<file path="src/rtl/srq_pkg.sv">
package srq_pkg;
    // Outcome of the head entry in one cycle
    typedef enum logic [1:0] {
        VD_NONE   = 2'd0,  // nothing committed
        VD_RETIRE = 2'd1,  // miss or matching hit, entry leaves
        VD_FIRST  = 2'd2,  // first mismatch for this PC
        VD_REPEAT = 2'd3   // mismatch again after retry
    } srq_verdict_e;
endpackage

</file>
<file path="src/rtl/srq_fifo.sv">
module srq_fifo #(
    parameter int DEPTH = 8,
    parameter int PC_W  = 16,
    parameter int SIG_W = 16,
    localparam int PTR_W = $clog2(DEPTH),
    localparam int CNT_W = $clog2(DEPTH + 1)
) (
    input  logic             clk,
    input  logic             rst_n,
    input  logic             push,
    input  logic [PC_W-1:0]  push_pc,
    input  logic [SIG_W-1:0] push_sig,
    input  logic             pop,
    input  logic             clear,
    input  logic             squash,
    input  logic [PTR_W-1:0] squash_tag,
    output logic [PTR_W-1:0] tail_tag,
    output logic             full,
    output logic             head_valid,
    output logic [PC_W-1:0]  head_pc,
    output logic [SIG_W-1:0] head_sig,
    output logic [CNT_W-1:0] count
);
    typedef struct packed {
        logic [PC_W-1:0]  pc;
        logic [SIG_W-1:0] sig;
    } ent_t;

    typedef struct packed {
        ent_t [DEPTH-1:0] mem;
        logic [PTR_W-1:0] hd;
        logic [PTR_W-1:0] tl;
        logic [CNT_W-1:0] cnt;
    } st_t;

    st_t st_d, st_q;
    logic [PTR_W-1:0] span;

    always_comb begin
        st_d = st_q;
        span = squash_tag - st_q.hd;
        if (clear) begin
            st_d.hd  = '0;
            st_d.tl  = '0;
            st_d.cnt = '0;
        end else begin
            if (squash) begin
                // keep head..squash_tag inclusive
                st_d.tl  = squash_tag + PTR_W'(1);
                st_d.cnt = CNT_W'(span) + CNT_W'(1);
            end else if (push && !full) begin
                st_d.mem[st_q.tl].pc  = push_pc;
                st_d.mem[st_q.tl].sig = push_sig;
                st_d.tl  = st_q.tl + PTR_W'(1);
                st_d.cnt = st_q.cnt + CNT_W'(1);
            end
            if (pop) begin
                st_d.hd  = st_q.hd + PTR_W'(1);
                st_d.cnt = st_d.cnt - CNT_W'(1);
            end
        end
    end

    always_ff @(posedge clk) begin
        if (!rst_n) st_q <= '0;
        else        st_q <= st_d;
    end

    assign tail_tag   = st_q.tl;
    assign full       = (st_q.cnt == CNT_W'(DEPTH));
    assign head_valid = (st_q.cnt != '0);
    assign head_pc    = st_q.mem[st_q.hd].pc;
    assign head_sig   = st_q.mem[st_q.hd].sig;
    assign count      = st_q.cnt;
endmodule

</file>
<file path="src/rtl/srq_check.sv">
module srq_check
    import srq_pkg::*;
#(
    parameter int PC_W  = 16,
    parameter int SIG_W = 16
) (
    input  logic             clk,
    input  logic             rst_n,
    input  logic             head_valid,
    input  logic [PC_W-1:0]  head_pc,
    input  logic [SIG_W-1:0] head_sig,
    input  logic             cache_ready,
    input  logic             cache_hit,
    input  logic [SIG_W-1:0] cache_sig,
    output logic             pop,
    output logic             clear,
    output logic             wr_en,
    output logic             flush_req,
    output logic [PC_W-1:0]  restart_pc,
    output logic             fault_det,
    output logic             recovered,
    output logic             abort_req
);
    typedef struct packed {
        logic            armed;
        logic [PC_W-1:0] armed_pc;
        logic            flush;
        logic [PC_W-1:0] rst_pc;
        logic            fault;
        logic            rec;
        logic            abort;
    } st_t;

    st_t st_d, st_q;
    srq_verdict_e verdict;
    logic retried;

    always_comb begin
        retried = st_q.armed && (st_q.armed_pc == head_pc);
        verdict = VD_NONE;
        if (head_valid && cache_ready) begin
            if (cache_hit && (cache_sig != head_sig))
                verdict = retried ? VD_REPEAT : VD_FIRST;
            else
                verdict = VD_RETIRE;
        end

        st_d       = st_q;
        st_d.flush = 1'b0;
        st_d.fault = 1'b0;
        st_d.rec   = 1'b0;
        st_d.abort = 1'b0;
        case (verdict)
            VD_FIRST: begin
                st_d.armed    = 1'b1;
                st_d.armed_pc = head_pc;
                st_d.flush    = 1'b1;
                st_d.rst_pc   = head_pc;
                st_d.fault    = 1'b1;
            end
            VD_REPEAT: begin
                st_d.armed = 1'b0;
                st_d.abort = 1'b1;
            end
            VD_RETIRE: begin
                if (retried) begin
                    st_d.armed = 1'b0;
                    st_d.rec   = cache_hit;
                end
            end
            default: ;
        endcase
    end

    always_ff @(posedge clk) begin
        if (!rst_n) st_q <= '0;
        else        st_q <= st_d;
    end

    assign pop        = (verdict == VD_RETIRE);
    assign clear      = (verdict == VD_FIRST) || (verdict == VD_REPEAT);
    assign wr_en      = (verdict == VD_RETIRE) && !cache_hit;
    assign flush_req  = st_q.flush;
    assign restart_pc = st_q.rst_pc;
    assign fault_det  = st_q.fault;
    assign recovered  = st_q.rec;
    assign abort_req  = st_q.abort;
endmodule

</file>
<file path="src/rtl/sig_commit_ctrl.sv">
module sig_commit_ctrl #(
    parameter int DEPTH = 8,
    parameter int PC_W  = 16,
    parameter int SIG_W = 16,
    localparam int PTR_W = $clog2(DEPTH),
    localparam int CNT_W = $clog2(DEPTH + 1)
) (
    input  logic             clk,
    input  logic             rst_n,
    input  logic             disp_valid,
    input  logic [PC_W-1:0]  disp_pc,
    input  logic [SIG_W-1:0] disp_sig,
    output logic [PTR_W-1:0] disp_tag,
    output logic             disp_full,
    input  logic             sq_valid,
    input  logic [PTR_W-1:0] sq_tag,
    output logic             lk_valid,
    output logic [PC_W-1:0]  lk_pc,
    output logic [SIG_W-1:0] lk_sig,
    input  logic             lk_ready,
    input  logic             lk_hit,
    input  logic [SIG_W-1:0] lk_ref_sig,
    output logic             wr_en,
    output logic [PC_W-1:0]  wr_pc,
    output logic [SIG_W-1:0] wr_sig,
    output logic             flush_req,
    output logic [PC_W-1:0]  restart_pc,
    output logic             fault_det,
    output logic             recovered,
    output logic             abort_req
);
    logic             q_pop, q_clear;
    logic [CNT_W-1:0] occ;

    srq_fifo #(.DEPTH(DEPTH), .PC_W(PC_W), .SIG_W(SIG_W)) u_fifo (
        .clk        (clk),
        .rst_n      (rst_n),
        .push       (disp_valid),
        .push_pc    (disp_pc),
        .push_sig   (disp_sig),
        .pop        (q_pop),
        .clear      (q_clear),
        .squash     (sq_valid),
        .squash_tag (sq_tag),
        .tail_tag   (disp_tag),
        .full       (disp_full),
        .head_valid (lk_valid),
        .head_pc    (lk_pc),
        .head_sig   (lk_sig),
        .count      (occ)
    );

    srq_check #(.PC_W(PC_W), .SIG_W(SIG_W)) u_check (
        .clk         (clk),
        .rst_n       (rst_n),
        .head_valid  (lk_valid),
        .head_pc     (lk_pc),
        .head_sig    (lk_sig),
        .cache_ready (lk_ready),
        .cache_hit   (lk_hit),
        .cache_sig   (lk_ref_sig),
        .pop         (q_pop),
        .clear       (q_clear),
        .wr_en       (wr_en),
        .flush_req   (flush_req),
        .restart_pc  (restart_pc),
        .fault_det   (fault_det),
        .recovered   (recovered),
        .abort_req   (abort_req)
    );

    assign wr_pc  = lk_pc;
    assign wr_sig = lk_sig;
endmodule

</file>
<file path="config.mk">
export PLATFORM = sky130hd
export DESIGN_NAME = sig_commit_ctrl
export DESIGN_NICKNAME = d
export VERILOG_FILES = /design/src/rtl/srq_pkg.sv /design/src/rtl/srq_fifo.sv /design/src/rtl/srq_check.sv /design/src/rtl/sig_commit_ctrl.sv
export SDC_FILE = /design/constraint.sdc
export NUM_CORES = 1
export LEC_CHECK = 0
export ABC_AREA = 1
export ABC_CLOCK_PERIOD_IN_PS = 5600
export CAP_MARGIN = 20
export CORE_ASPECT_RATIO = 1.2
export CORE_MARGIN = 4
export CORE_UTILIZATION = 65
export CTS_CLUSTER_SIZE = 12
export DETAILED_ROUTE_END_ITERATION = 10
export DONT_BUFFER_PORTS = 1
export GPL_ROUTABILITY_DRIVEN = 1
export PLACE_DENSITY = 0.93
export REMOVE_ABC_BUFFERS = 1
export SETUP_SLACK_MARGIN = 0.2
export SYNTH_ARGS = -nofsm -noshare
export SYNTH_HDL_FRONTEND = slang
export SYNTH_SLANG_ARGS = --single-unit
</file>
<file path="constraint.sdc">
create_clock -name clk -period 5.6 [get_ports clk]
set_input_delay 0.84 -clock clk [delete_from_list [all_inputs] [get_ports clk]]
set_output_delay 0.84 -clock clk [all_outputs]
set_load 0.01 [all_outputs]
</file>
== Word-level counts from Yosys, hierarchy flattened ==
Cells that the tools add are included.
Widths: inputs -> output; s select.

* $add $sub $neg: 7
* $lt $le $gt $ge: 3
* Equality and inequality tests: 7
* Bitwise gates (word level): 3
* Mux-type cells: 19
* Reduce and logical (&&, ||, !) cells: 16

{| class="wikitable"
|+ Operators with widths
! operator !! count
|-
| $bwmux 256 || 2
|-
| $demux 32 s3 || 2
|-
| $bmux 32 s3 || 1
|-
| $mux 32 || 2
|-
| $mux 7 || 3
|-
| $mux 18 || 1
|-
| $eq 16x16->1 || 1
|-
| $mux 16 || 1
|-
| $ne 16x16->1 || 1
|-
| $add 3x1->3 const B || 3
|-
| $lt 3x4->1 const B || 2
|-
| $logic_and 1x1->1 || 6
|-
| $reduce_and 3->1 || 2
|-
| $reduce_bool 3->1 || 2
|-
| $add 3x1->4 const B || 1
|-
| $add 4x1->4 const B || 1
|-
| $eq 2x2->1 const B || 2
|-
| $eq 4x4->1 const B || 1
|-
| $mux 2 || 2
|-
| $mux 4 || 1
|-
| $reduce_bool 4->1 || 1
|-
| $sub 4x1->4 const B || 1
|-
| $ge 3x1->1 const B || 1
|-
| $mux 1 || 3
|-
| 9 further kinds || 12
|}

* Output and inout bits: 90
* Input bits: 57
* Flip-flop bits (word level): 287
* Word-level logic and storage cells: 80

== Longest topological paths before layout ==
Gate-level depths: netlist of run 1.

* Depth in word-level cells: 12
* Mapped depth: 21

== Cells and area by module ==
Synthesis of run 1 repeated with hierarchy kept, for this count alone.

* Cell total of the unflattened synthesis: 2066
* Area, all modules: 13635.6 sq um

{| class="wikitable"
|+ By module, submodules not included
! module !! times used !! area each (sq um) !! sequential area each (sq um) !! cells an instance
|-
| srq_fifo || 1 || 11736.3 || 5325.1 || 1723
|-
| srq_check || 1 || 1659.1 || 400.4 || 311
|-
| sig_commit_ctrl || 1 || 240.2 || 0.0 || 32
|}

== Least setup slack after synthesis of run 1 ==
OpenSTA, ideal clock, no wires.

* Kind: input-to-reg
* Start: in sq_tag[0]
* End: reg u_fifo.st_q, in the netlist u_fifo.count[3]
* Slack: 3.025 ns
* Cell stages on the path: 13
* Arrival time: 2.503 ns
* Path buffers: 0
* Library setup time: 0.073 ns
* Cells stage by stage: inv_1 -> ha_1 -> inv_1 -> fa_1 -> xnor2_1 -> xor2_1 -> xor2_1 -> nand2_1 -> nand2_1 -> nand3_1 -> xnor2_1 -> nand2_1 -> a21oi_1

* Cells in the longest elaborated chain, start to end: 6

{| class="wikitable"
|+ RTL lines
! item !! RTL line !! text
|-
| from (decl) || sig_commit_ctrl.sv:16 || <nowiki>input logic [PTR_W-1:0] sq_tag,</nowiki>
|-
| $sub 3x3->3 * || srq_fifo.sv:41 || <nowiki>span = squash_tag - st_q.hd;</nowiki>
|-
| $add 3x1->4 * || srq_fifo.sv:50 || <nowiki>st_d.cnt = CNT_W'(span) + CNT_W'(1);</nowiki>
|-
| $mux 7 * || srq_fifo.sv:47 || <nowiki>if (squash) begin</nowiki>
|-
| $mux 7 * || srq_fifo.sv:42 || <nowiki>if (clear) begin</nowiki>
|-
| $sub 4x1->4 || srq_fifo.sv:59 || <nowiki>st_d.cnt = st_d.cnt - CNT_W'(1);</nowiki>
|-
| $mux 4 * || srq_fifo.sv:57 || <nowiki>if (pop) begin</nowiki>
|-
| to (signal assigned) || srq_fifo.sv:66 || <nowiki>else st_q <= st_d;</nowiki>
|-
| to (decl) || srq_fifo.sv:36 || <nowiki>st_t st_d, st_q;</nowiki>
|}

Mark *: on every way between the ends. The rest lies on a longest branch, timed or not. The select of a mux whose other input is x is not followed.
A chain may end at the register's enable or synchronous reset.

== Worst setup path after layout of run 1 ==
* Start: reg u_fifo.st_q[7] (netlist name)
* End: reg u_fifo.st_q[34] (netlist name)

* Cells in the longest elaborated chain, start to end: 11
* Elaborated cells between the ends (all ways): 14
* Those cells by class: 4 x eq/ne; 5 x mux; 1 x bitwise; 4 x reduce/logical

{| class="wikitable"
|+ RTL lines
! item !! RTL line !! text
|-
| $bmux 32 s3 * || srq_fifo.sv:72, srq_fifo.sv:73 ||
|-
| $mux 32 (implied by the code) * || srq_fifo.sv:72 || <nowiki>assign head_pc = st_q.mem[st_q.hd].pc;</nowiki>
|-
| $eq 16x16->1 || srq_check.sv:39 || <nowiki>retried = st_q.armed && (st_q.armed_pc == head_pc);</nowiki>
|-
| $logic_and 1x1->1 || srq_check.sv:39 ||
|-
| $mux 1 || srq_check.sv:43 || <nowiki>verdict = retried ? VD_REPEAT : VD_FIRST;</nowiki>
|-
| $mux 2 * || srq_check.sv:42 || <nowiki>if (cache_hit && (cache_sig != head_sig))</nowiki>
|-
| $mux 2 * || srq_check.sv:41 || <nowiki>if (head_valid && cache_ready) begin</nowiki>
|-
| $eq 2x2->1 || srq_check.sv:81 || <nowiki>assign clear = (verdict == VD_FIRST) || (verdict == VD_REPEAT);</nowiki>
|-
| $logic_or 1x1->1 * || srq_check.sv:81 ||
|-
| $not 1->1 (no line) * || -- ||
|-
| $reduce_and 3->1 (no line) * || -- ||
|}

Marked as above.

==> run metrics, run 1 <==
placer congestion estimate 0.8864; CP peak stage delay 700 ps; placed cell areas 15420 um^2; CP required 6080 ps; outcome complete, no violations; CTS tree yes; Mapped Cells 2657; Avg WL per Cell 15.26 um; Initial DRT Pass Iterations 6; Total Routed Length 43380 um; Core Box Area 24050 um^2; clk_lat worst skew 550 ps; top-count cell post-synth nand2_1; # Post-CTS Setup Buffers 0; Antenna Nets Post-Route 0; M1 WL 16020 um; share of layout cells above drive strength 1 3.567%; Cell Chain, Critical Path buf_4, nand2_1, nand3_1, nand3_1, nand3b_1, nand2_1, nor2_1, nand2_1, nor2_1, nand2_1, nand3_4, nand2_2, inv_4, nand2_2, nand2_1, inv_1, nor2_1; buffers added on ports 0; Worst-Margin Slew 990.1 ps; Slew Limit Fails 0; FF+latch count, synth 286; setup ws final 1255 ps; Die Ht 179.8 um; H-tree levels 1; Post-synth top flop dfxtp_1; biggest area consumer among synthesized cells dfxtp_1; CTS Buffer Depth 3; Clk pin slew, worst setup/hold paths 60 ps; final hold vios 0; max_cap viols 0; most frequent CP cell nand2_1; Crit-path slowest cell nand2_2; smallest hold slack 420.8 ps; Filler cells 1970; Inst Count DP 2798; post-cts hold buffer count 0; number of synthesized flops with an enable pin 0; Synth warnings 0; peak supply drop 0.2538 mV; CP Launch Type flip-flop; nets 2575; WL met2 20590 um; Initial Util 66.49%; DRT iter0 DRCs 1607; post-layout util 67.63%; CTS Buf Count 29; Post-Route Skew 10.32 ps; largest net degree at the start of global routing 277; Crit Path Category flip-flop to flip-flop; crit path capture type flip-flop; Final Cell Area 16260 um^2; pre-CTS WS 1436 ps; asr flop ratio synth 0%; Finished Layout Cells 2843; final worst path period share 77.58%; Avg Inst Size Synth 6.018 um^2; post-synth cell types 36; Period minus WS final 4345 ps; Overall Global Routing Usage 31.13%; Setup violations, final 0; HPWL Detailed 25640 um; Hold Path Class primary input to flip-flop; share of the yosys chip area belonging to registers 35.81%; clock sink count 286; Root Driver clkbuf_16; initial antenna violation count 0; worst path bufs/invs 3; Max Clock Freq 230.2 MHz; first-pass GRT wire length 70260 um; Via-to-Cell Ratio 5.462; synthesized cell area 15990 um^2; Ant. Diodes 0; io pins 147; slew margin rel. 33.90%; PostCTS Resize Cnt 0; share of the synthesized area in the top cell type 35.81%; Area contributors post-synth dfxtp_1 (36%), nand2_1 (18%), inv_1 (11%); Die Area 27180 um^2; DR WL met3 4492 um; Die X 151.2 um; power density over cell area 346.9 nW/um^2; Worst path top cell family by delay simple AND/OR/NAND/NOR gates; GRT overflow 0; DR vias 15528; TNS Setup 0 ps; Commonest cells post-synth nand2_1 (751), inv_1 (470), nor2_1 (443), dfxtp_1 (286), nand3_1 (254); Max FO, Critical Path 70; RSZ-0062 raised after global routing no; Tot Pwr 5.643 mW; Layout area overhead 1.721%; Critical Path AT 4830 ps; row count 62; DR DRC count 0; number of global-route vias before repair 14588; Leak Pwr 8.625 nW; Max Used Layer met4
## per-layer routing
| layer | vias up | GRT usage (%) |
|---|---|---|
| met2 | 861 | 51.29 |
| li1 | 7530 | - |
| met1 | 6960 | 37.29 |
| met5 | - | 0 |
| met4 | 0 | 16.65 |
| met3 | 177 | 7.254 |
## worst register-to-register path, stage by stage (launching register included)
cell      delay [ps]
dfxtp_4          590
buf_4            660
nand2_1          180
nand3_1          110
nand3_1          120
nand3b_1         140
nand2_1           60
nor2_1           110
nand2_1          150
nor2_1           160
nand2_1          110
nand3_4          150
nand2_2           90
inv_4            450
nand2_2          710
nand2_1          300
inv_1             80
nor2_1           110
## path summary, 6_finish.rpt
path / from / to / slack, ps / cells past startpoint
setup reg to reg: u_fifo.st_q[7]$_SDFFE_PP0N_ / u_fifo.st_q[34]$_SDFFE_PN0P_ / 1260 / 17
setup / recovery: u_fifo.st_q[7]$_SDFFE_PP0N_ / u_fifo.st_q[34]$_SDFFE_PN0P_ / 1260 / 17
hold reg to reg: u_fifo.st_q[264]$_SDFFE_PN0P_ / u_fifo.st_q[264]$_SDFFE_PN0P_ / 510 / 4
hold / removal: lk_hit / u_check.recovered$_SDFF_PN0_ / 420 / 2
## logic make-up after synthesis
kind of cell    count (synthesis)  share of synthesized area [%]
compound gates                185                          6.174
xor+xnor                       13                         0.7121
fa+ha+maj                       9                         0.7513
buf+inv                       675                          18.55
flops                         286                          35.81
simple gates                 1489                          38.01
## where the power goes
group	total, mW	switching, mW	leakage [nW]	internal [mW]
combinational	1.61	1.16	5.90	0.446
sequential	2.22	0.0926	2.32	2.13
clock	1.81	0.787	0.413	1.02
total	5.64	2.04	8.62	3.60
## layout by cell type (no fill, tap or decap), types with 6 or more instances in the layout
master     Yosys  routed
nand2_1      751     751
inv_1        470     470
nor2_1       443     442
dfxtp_1      286     284
nand3_1      254     254
o21ai_0       88      88
a21oi_1       71      71
clkbuf_16      0      29
buf_4         61      17
nand3b_1      16      16
o21ai_1       11      11
clkbuf_1      47      10
ha_1           8       8
xnor2_1        7       7
inv_2          6       6
xor2_1         6       6
nand2_2        6       6
## cell type report
class / count / area [um^2] / share of cell area [%]
timing repair buffer: 18 / 147.6 / 0.9078
clock buffer: 42 / 804.5 / 4.947
inverter: 478 / 1799 / 11.06
tap: 320 / 400.4 / 2.462
clock inverter: 3 / 40.04 / 0.2462
multi-input combinational: 1696 / 7342 / 45.14
sequential: 286 / 5731 / 35.23
## registers in the layout (all words and copies together), names as in the netlist
signal	cells
u_fifo.count	4
u_fifo.st_q	259
u_check.recovered	1
u_fifo.tail_tag	3
u_check.fault_det	1
u_check.abort_req	1
u_check.st_q	17
Note: power is estimated with default switching activity, not from simulation.
==> run 2: changes to the inputs <==
--- a/config.mk
+++ b/config.mk
@@ -6,16 +6,16 @@
 export NUM_CORES = 1
 export LEC_CHECK = 0
 export ABC_AREA = 1
-export ABC_CLOCK_PERIOD_IN_PS = 5600
+export ABC_CLOCK_PERIOD_IN_PS = 3800
 export CAP_MARGIN = 20
 export CORE_ASPECT_RATIO = 1.2
 export CORE_MARGIN = 4
-export CORE_UTILIZATION = 65
+export CORE_UTILIZATION = 58
 export CTS_CLUSTER_SIZE = 12
 export DETAILED_ROUTE_END_ITERATION = 10
 export DONT_BUFFER_PORTS = 1
 export GPL_ROUTABILITY_DRIVEN = 1
-export PLACE_DENSITY = 0.93
+export PLACE_DENSITY = 0.88
 export REMOVE_ABC_BUFFERS = 1
 export SETUP_SLACK_MARGIN = 0.2
 export SYNTH_ARGS = -nofsm -noshare
==> constraint.sdc (replaced) <==
create_clock -name clk -period 3.8 [get_ports clk]
set_input_delay 0.57 -clock clk [delete_from_list [all_inputs] [get_ports clk]]
set_output_delay 0.57 -clock clk [all_outputs]
set_load 0.01 [all_outputs]
==> run 2 against run 1 <==
Fmax up 27%. Clock skew down 0.83 ps. Clock power up 42%. Critical path type unchanged. Highest routed layer unchanged.
==> run metrics, run 2 (same netlist as run 1, synthesis figures left out) <==
Final Cell Area 16410 um^2; post-layout util 60.41%; Overall Global Routing Usage 27.83%; Critical Path AT 3920 ps; Die X 159.6 um; Root Driver clkbuf_16; DR vias 15320; Finished Layout Cells 2868; commonest cells after routing, fill and taps aside nand2_1 (751), inv_1 (470), nor2_1 (442), dfxtp_1 (283), nand3_1 (254); nets 2580; Comb power frac 29.2%; smallest hold slack 160.6 ps; pre-CTS WS 321.4 ps; Worst-Margin Slew 660.6 ps; power density over cell area 503.3 nW/um^2; H-tree levels 1; row count 66; Setup violations, final 0; Avg WL per Cell 15.35 um; Tot Pwr 8.260 mW; max reg flops 259; max_cap viols 0; post-cts hold buffer count 0; share of layout cells above drive strength 1 3.797%; GRT overflow 0; Largest Register u_fifo.st_q; DRT iter0 DRCs 1587; peak supply drop 0.3538 mV; Clk pin slew, worst setup/hold paths 60 ps; buffers added on ports 0; largest net degree at the start of global routing 277; Ant. Diodes 0; initial antenna violation count 0; Initial DRT Pass Iterations 6; CP required 4280 ps; clock share of power 31.1%; final worst path period share 90.32%; Die Area 30300 um^2; crit path capture type flip-flop; Initial Util 58.85%; Layout area overhead 2.653%; PostCTS Resize Cnt 0; clk_lat worst skew 540 ps; Via-to-Cell Ratio 5.342; outcome complete, no violations; Period minus WS final 3432 ps; CTS Buffer Depth 3; Leak Pwr 8.698 nW; Hold Path Class primary input to flip-flop; Total Routed Length 44010 um; placer congestion estimate 0.8756; switch share 36.33%; setup ws final 367.9 ps; # Post-CTS Setup Buffers 0; placed cell areas 15580 um^2; CTS Buf Count 29; Core Box Area 27170 um^2; CTS tree yes; Post-Route Skew 9.489 ps; slew margin rel. 55.89%; io pins 147; Int Power 5.259 mW; Max Clock Freq 291.4 MHz; Max FO, Critical Path 135; Crit Path Category flip-flop to flip-flop; Antenna Nets Post-Route 0; CP Launch Type flip-flop; Flop pwr share 39.7%; TNS Setup 0 ps; final hold vios 0; RSZ-0062 raised after global routing yes; Slew Limit Fails 0; number of global-route vias before repair 14484; Die Ht 189.9 um; DR DRC count 0; HPWL Detailed 26820 um; first-pass GRT wire length 70580 um; Inst Count DP 2823; Psw 3.001 mW; most common cell after layout, fill and taps aside nand2_1; clock sink count 286
[run 2: cell count changes in the layout (fill, tap and decap cells not counted), moves of 2 or more]
cell / before / now
buf_12: 1 / 7
buf_4: 17 / 14
clkinv_2: 2 / 4
nand2_2: 6 / 4
nand2_4: 0 / 2
[run 2: worst max-delay path, stage by stage, from the launching register on]
cell	delay, ps
dfxtp_4	390
buf_16	440
nand2_1	120
nand3_1	100
nand3_1	110
nand3b_1	130
nand2_1	60
nor2_1	150
nand2_1	140
nor2_1	140
nand2_1	110
nand3_4	160
nand2_2	90
inv_4	280
nand2_2	270
buf_4	340
nand2_1	140
inv_1	70
nor2_1	90
[run 2: area by class of cell]
class                      instances  area, um^2
clock buffer                      41       790.8
clock inverter                     4       20.02
fill                            2423       10760
inverter                         478        1802
multi-input combinational       1696        7357
sequential                       286        5734
tap                              340       425.4
timing repair buffer              23       284.0
[run 2: power groups by stage]
| stage | Sequential, mW | Clock [mW] | Combinational (mW) |
|---|---|---|---|
| 6_report | 3.28 | 2.57 | 2.41 |
| 5_1_grt | 3.29 | 2.70 | 2.68 |
| 4_1_cts | 3.27 | 2.58 | 2.37 |
| 3_5_place_dp | 3.34 | 0 | 2.35 |
| 3_3_place_gp | 3.33 | 0 | 2.28 |
| 2_1_floorplan | 3.38 | 0 | 1.65 |
[run 2: path summary, 6_finish.rpt]
path | start | endpoint | slack, ps | cells after the start
worst max-delay path | u_fifo.st_q[7]$_SDFFE_PP0N_ | u_fifo.st_q[31]$_SDFFE_PN0P_ | 370 | 18
worst min-delay path | disp_sig[0] | u_fifo.st_q[170]$_SDFFE_PN0P_ | 160 | 2
worst max register to register | u_fifo.st_q[7]$_SDFFE_PP0N_ | u_fifo.st_q[31]$_SDFFE_PN0P_ | 370 | 18
worst min register to register | u_fifo.st_q[164]$_SDFFE_PN0P_ | u_fifo.st_q[164]$_SDFFE_PN0P_ | 510 | 4
[run 2: layer usage]
layer | vias to the layer above | share of wire [%] | wire length (um) | track usage [%]
met5 | - | 0 | 0 | 0
met4 | 0 | 5.2 | 2286 | 15.39
met2 | 744 | 47 | 20900 | 48.02
met3 | 161 | 10 | 4611 | 6.111
met1 | 6857 | 37 | 16210 | 32.12
li1 | 7558 | - | - | -
==> run 3: changes to the inputs <==
--- a/config.mk
+++ b/config.mk
@@ -5,7 +5,6 @@
 export SDC_FILE = /design/constraint.sdc
 export NUM_CORES = 1
 export LEC_CHECK = 0
-export ABC_AREA = 1
 export ABC_CLOCK_PERIOD_IN_PS = 3800
 export CAP_MARGIN = 20
 export CORE_ASPECT_RATIO = 1.2
==> run 3 against run 2 <==
Sequential share of layout area up 4.6 points. Global-route usage shrank 3.4 points. Register-to-register slack worse by 50 ps. Worst setup slack got worse by 49 ps. Design area is 12% lower. Combinational power shrank 15%. Non-clock buffer count increased by 22. Critical endpoint is now u_fifo.st_q[175]$_SDFFE_PN0P_. Largest power group unchanged. Highest routed layer is now met5.
==> run metrics, run 3 <==
outcome complete, no violations; slew margin rel. 53.20%; max reg flops 259; DR DRC count 0; Slew Limit Fails 0; Total Routed Length 33840 um; GRT overflow 0; post-synth cell types 50; Crit-path slowest cell or4b_4; CP Launch Type flip-flop; row count 61; Leak Pwr 4.983 nW; Root Driver clkbuf_16; nets 1340; share of the synthesized area in the top cell type 41.87%; number of synthesized flops with an enable pin 0; Mapped Cells 1341; synthesized cell area 13670 um^2; io pins 147; CP required 4260 ps; Post-Route Skew 15.67 ps; Clk pin slew, worst setup/hold paths 60 ps; post-layout util 62.45%; Area contributors post-synth dfxtp_1 (42%), mux2i_1 (21%), nand2_1 (8.5%); Commonest cells post-synth nand2_1 (308), mux2i_1 (293), dfxtp_1 (286), buf_4 (61), clkbuf_1 (41); post-cts hold buffer count 0; Max FO, Critical Path 30; DRT iter0 DRCs 801; worst path bufs/invs 3; clock sink count 286; Overall Global Routing Usage 24.45%; Core Box Area 23200 um^2; crit path capture type flip-flop; commonest cells after routing, fill and taps aside nand2_1 (308), mux2i_1 (293), dfxtp_1 (283), mux2_2 (40), mux4_2 (37); Avg WL per Cell 21.18 um; number of global-route vias before repair 10022; Layout area overhead 5.975%; HPWL Detailed 20180 um; Synth warnings 0; Worst-Margin Slew 700.2 ps; Cell Chain, Critical Path buf_4, mux4_2, xor2_1, nand2_1, or4b_4, o21a_4, nor4_4, buf_4, buf_12, mux2i_1; CP peak stage delay 550 ps; Final Cell Area 14490 um^2; placed cell areas 13560 um^2; Inst Count DP 1552; final hold vios 0; Worst path top cell family by delay simple AND/OR/NAND/NOR gates; buffers added on ports 0; Post-synth top flop dfxtp_1; RSZ-0062 raised after global routing no; Die Area 26110 um^2; reg2reg start u_fifo.st_q[9]$_SDFFE_PP0N_; biggest area consumer among synthesized cells dfxtp_1; pre-CTS WS 91.82 ps; H-tree levels 1; Finished Layout Cells 1598; Die Ht 176.2 um; share of layout cells above drive strength 1 13.95%; Hold Path Class primary input to flip-flop; asr flop ratio synth 0%; Critical Path AT 3940 ps; critical path launch point u_fifo.st_q[9]$_SDFFE_PP0N_; first-pass GRT wire length 52200 um; TNS Setup 0 ps; Ant. Diodes 0; CTS Buffer Depth 3; Max Clock Freq 287.2 MHz; final worst path period share 91.62%; Largest Register u_fifo.st_q; Period minus WS final 3481 ps; Setup violations, final 0; most common cell after layout, fill and taps aside nand2_1; Initial DRT Pass Iterations 5; Antenna Nets Post-Route 0; share of the yosys chip area belonging to registers 41.87%; Avg Inst Size Synth 10.20 um^2; Die X 148.2 um; placer congestion estimate 0.8377; clk_lat worst skew 540 ps; initial antenna violation count 1; top-count cell post-synth nand2_1; power density over cell area 545.5 nW/um^2; CTS Buf Count 28; max_cap viols 0; Via-to-Cell Ratio 6.126; setup ws final 318.6 ps; peak supply drop 0.3714 mV; Initial Util 58.93%; FF+latch count, synth 286; Crit Path Category flip-flop to flip-flop; DR vias 9790; Min-Delay Startpoint sq_valid; largest net degree at the start of global routing 293; CTS tree yes; most frequent CP cell buf_4
==> run 3: layout make-up <==
cell class	instances	area [um^2]
fill	1671	8712
multi-input combinational	882	6900
sequential	286	5732
clock buffer	38	789.5
timing repair buffer	45	553.0
tap	315	394.1
inverter	31	116.4
clock inverter	1	5.005
==> run 3: metal layers <==
layer  vias to the layer above  wire length (um)  part of all wire (%)  track usage [%]
met5                         -                14                 0.041                0
met4                         2              1779                   5.3            11.78
met3                       118              2522                   7.5            4.724
met2                       409             16420                    49            41.42
met1                      4840             13110                    39            29.96
li1                       4421                 -                     -                -
==> run 3: cell families (layout without fill, tap and decap cells) <==
| family | after synthesis | after routing | synth area share (%) |
|---|---|---|---|
| buf+inv | 173 | 115 | 7.815 |
| fa+ha+maj | 9 | 9 | 0.8785 |
| simple gates | 385 | 385 | 12.45 |
| xor+xnor | 36 | 36 | 2.306 |
| compound gates | 81 | 81 | 3.752 |
| mux | 371 | 371 | 30.92 |
| flops | 286 | 286 | 41.87 |
==> run 3: through the flow <==
step                      power, mW  hold WS [ps]
final                         7.904         125.7
after global routing          8.186         125.1
after CTS                     7.835         115.8
after detailed placement      5.337         446.0
after global placement        5.286         437.5
after floorplan               4.829         430.1
==> run 3: worst register-to-register path, cell delays in order, from the launching register on <==
cell	delay (ps)
dfxtp_2	470
buf_4	500
mux4_2	440
xor2_1	150
nand2_1	110
or4b_4	550
o21a_4	300
nor4_4	230
buf_4	190
buf_12	200
mux2i_1	250
==> run 3: report_power, final <==
part / switching (mW) / internal [mW] / total [mW]
logic: 1.21 / 0.831 / 2.04
clock network: 1.10 / 1.42 / 2.52
registers: 0.184 / 3.16 / 3.34
total: 2.50 / 5.41 / 7.90
==> run 3: repair_timing <==
item,in CTS,in global routing
setup endpoints to repair,191,261
endpoints found under the hold margin,0,0
resized for setup,6,11
cloned,0,3
pin swaps,2,5
buffers inserted,0,4
==> run 3: worst paths after layout <==
| path | to | slack (ps) | cells past startpoint |
|---|---|---|---|
| worst max-delay path | u_fifo.st_q[175]$_SDFFE_PN0P_ | 320 | 10 |
| worst min-delay path | u_fifo.tail_tag[2]$_SDFFE_PP0P_ | 130 | 1 |
| worst max register to register | u_fifo.st_q[175]$_SDFFE_PN0P_ | 320 | 10 |
| worst min register to register | u_fifo.st_q[216]$_SDFFE_PN0P_ | 450 | 2 |
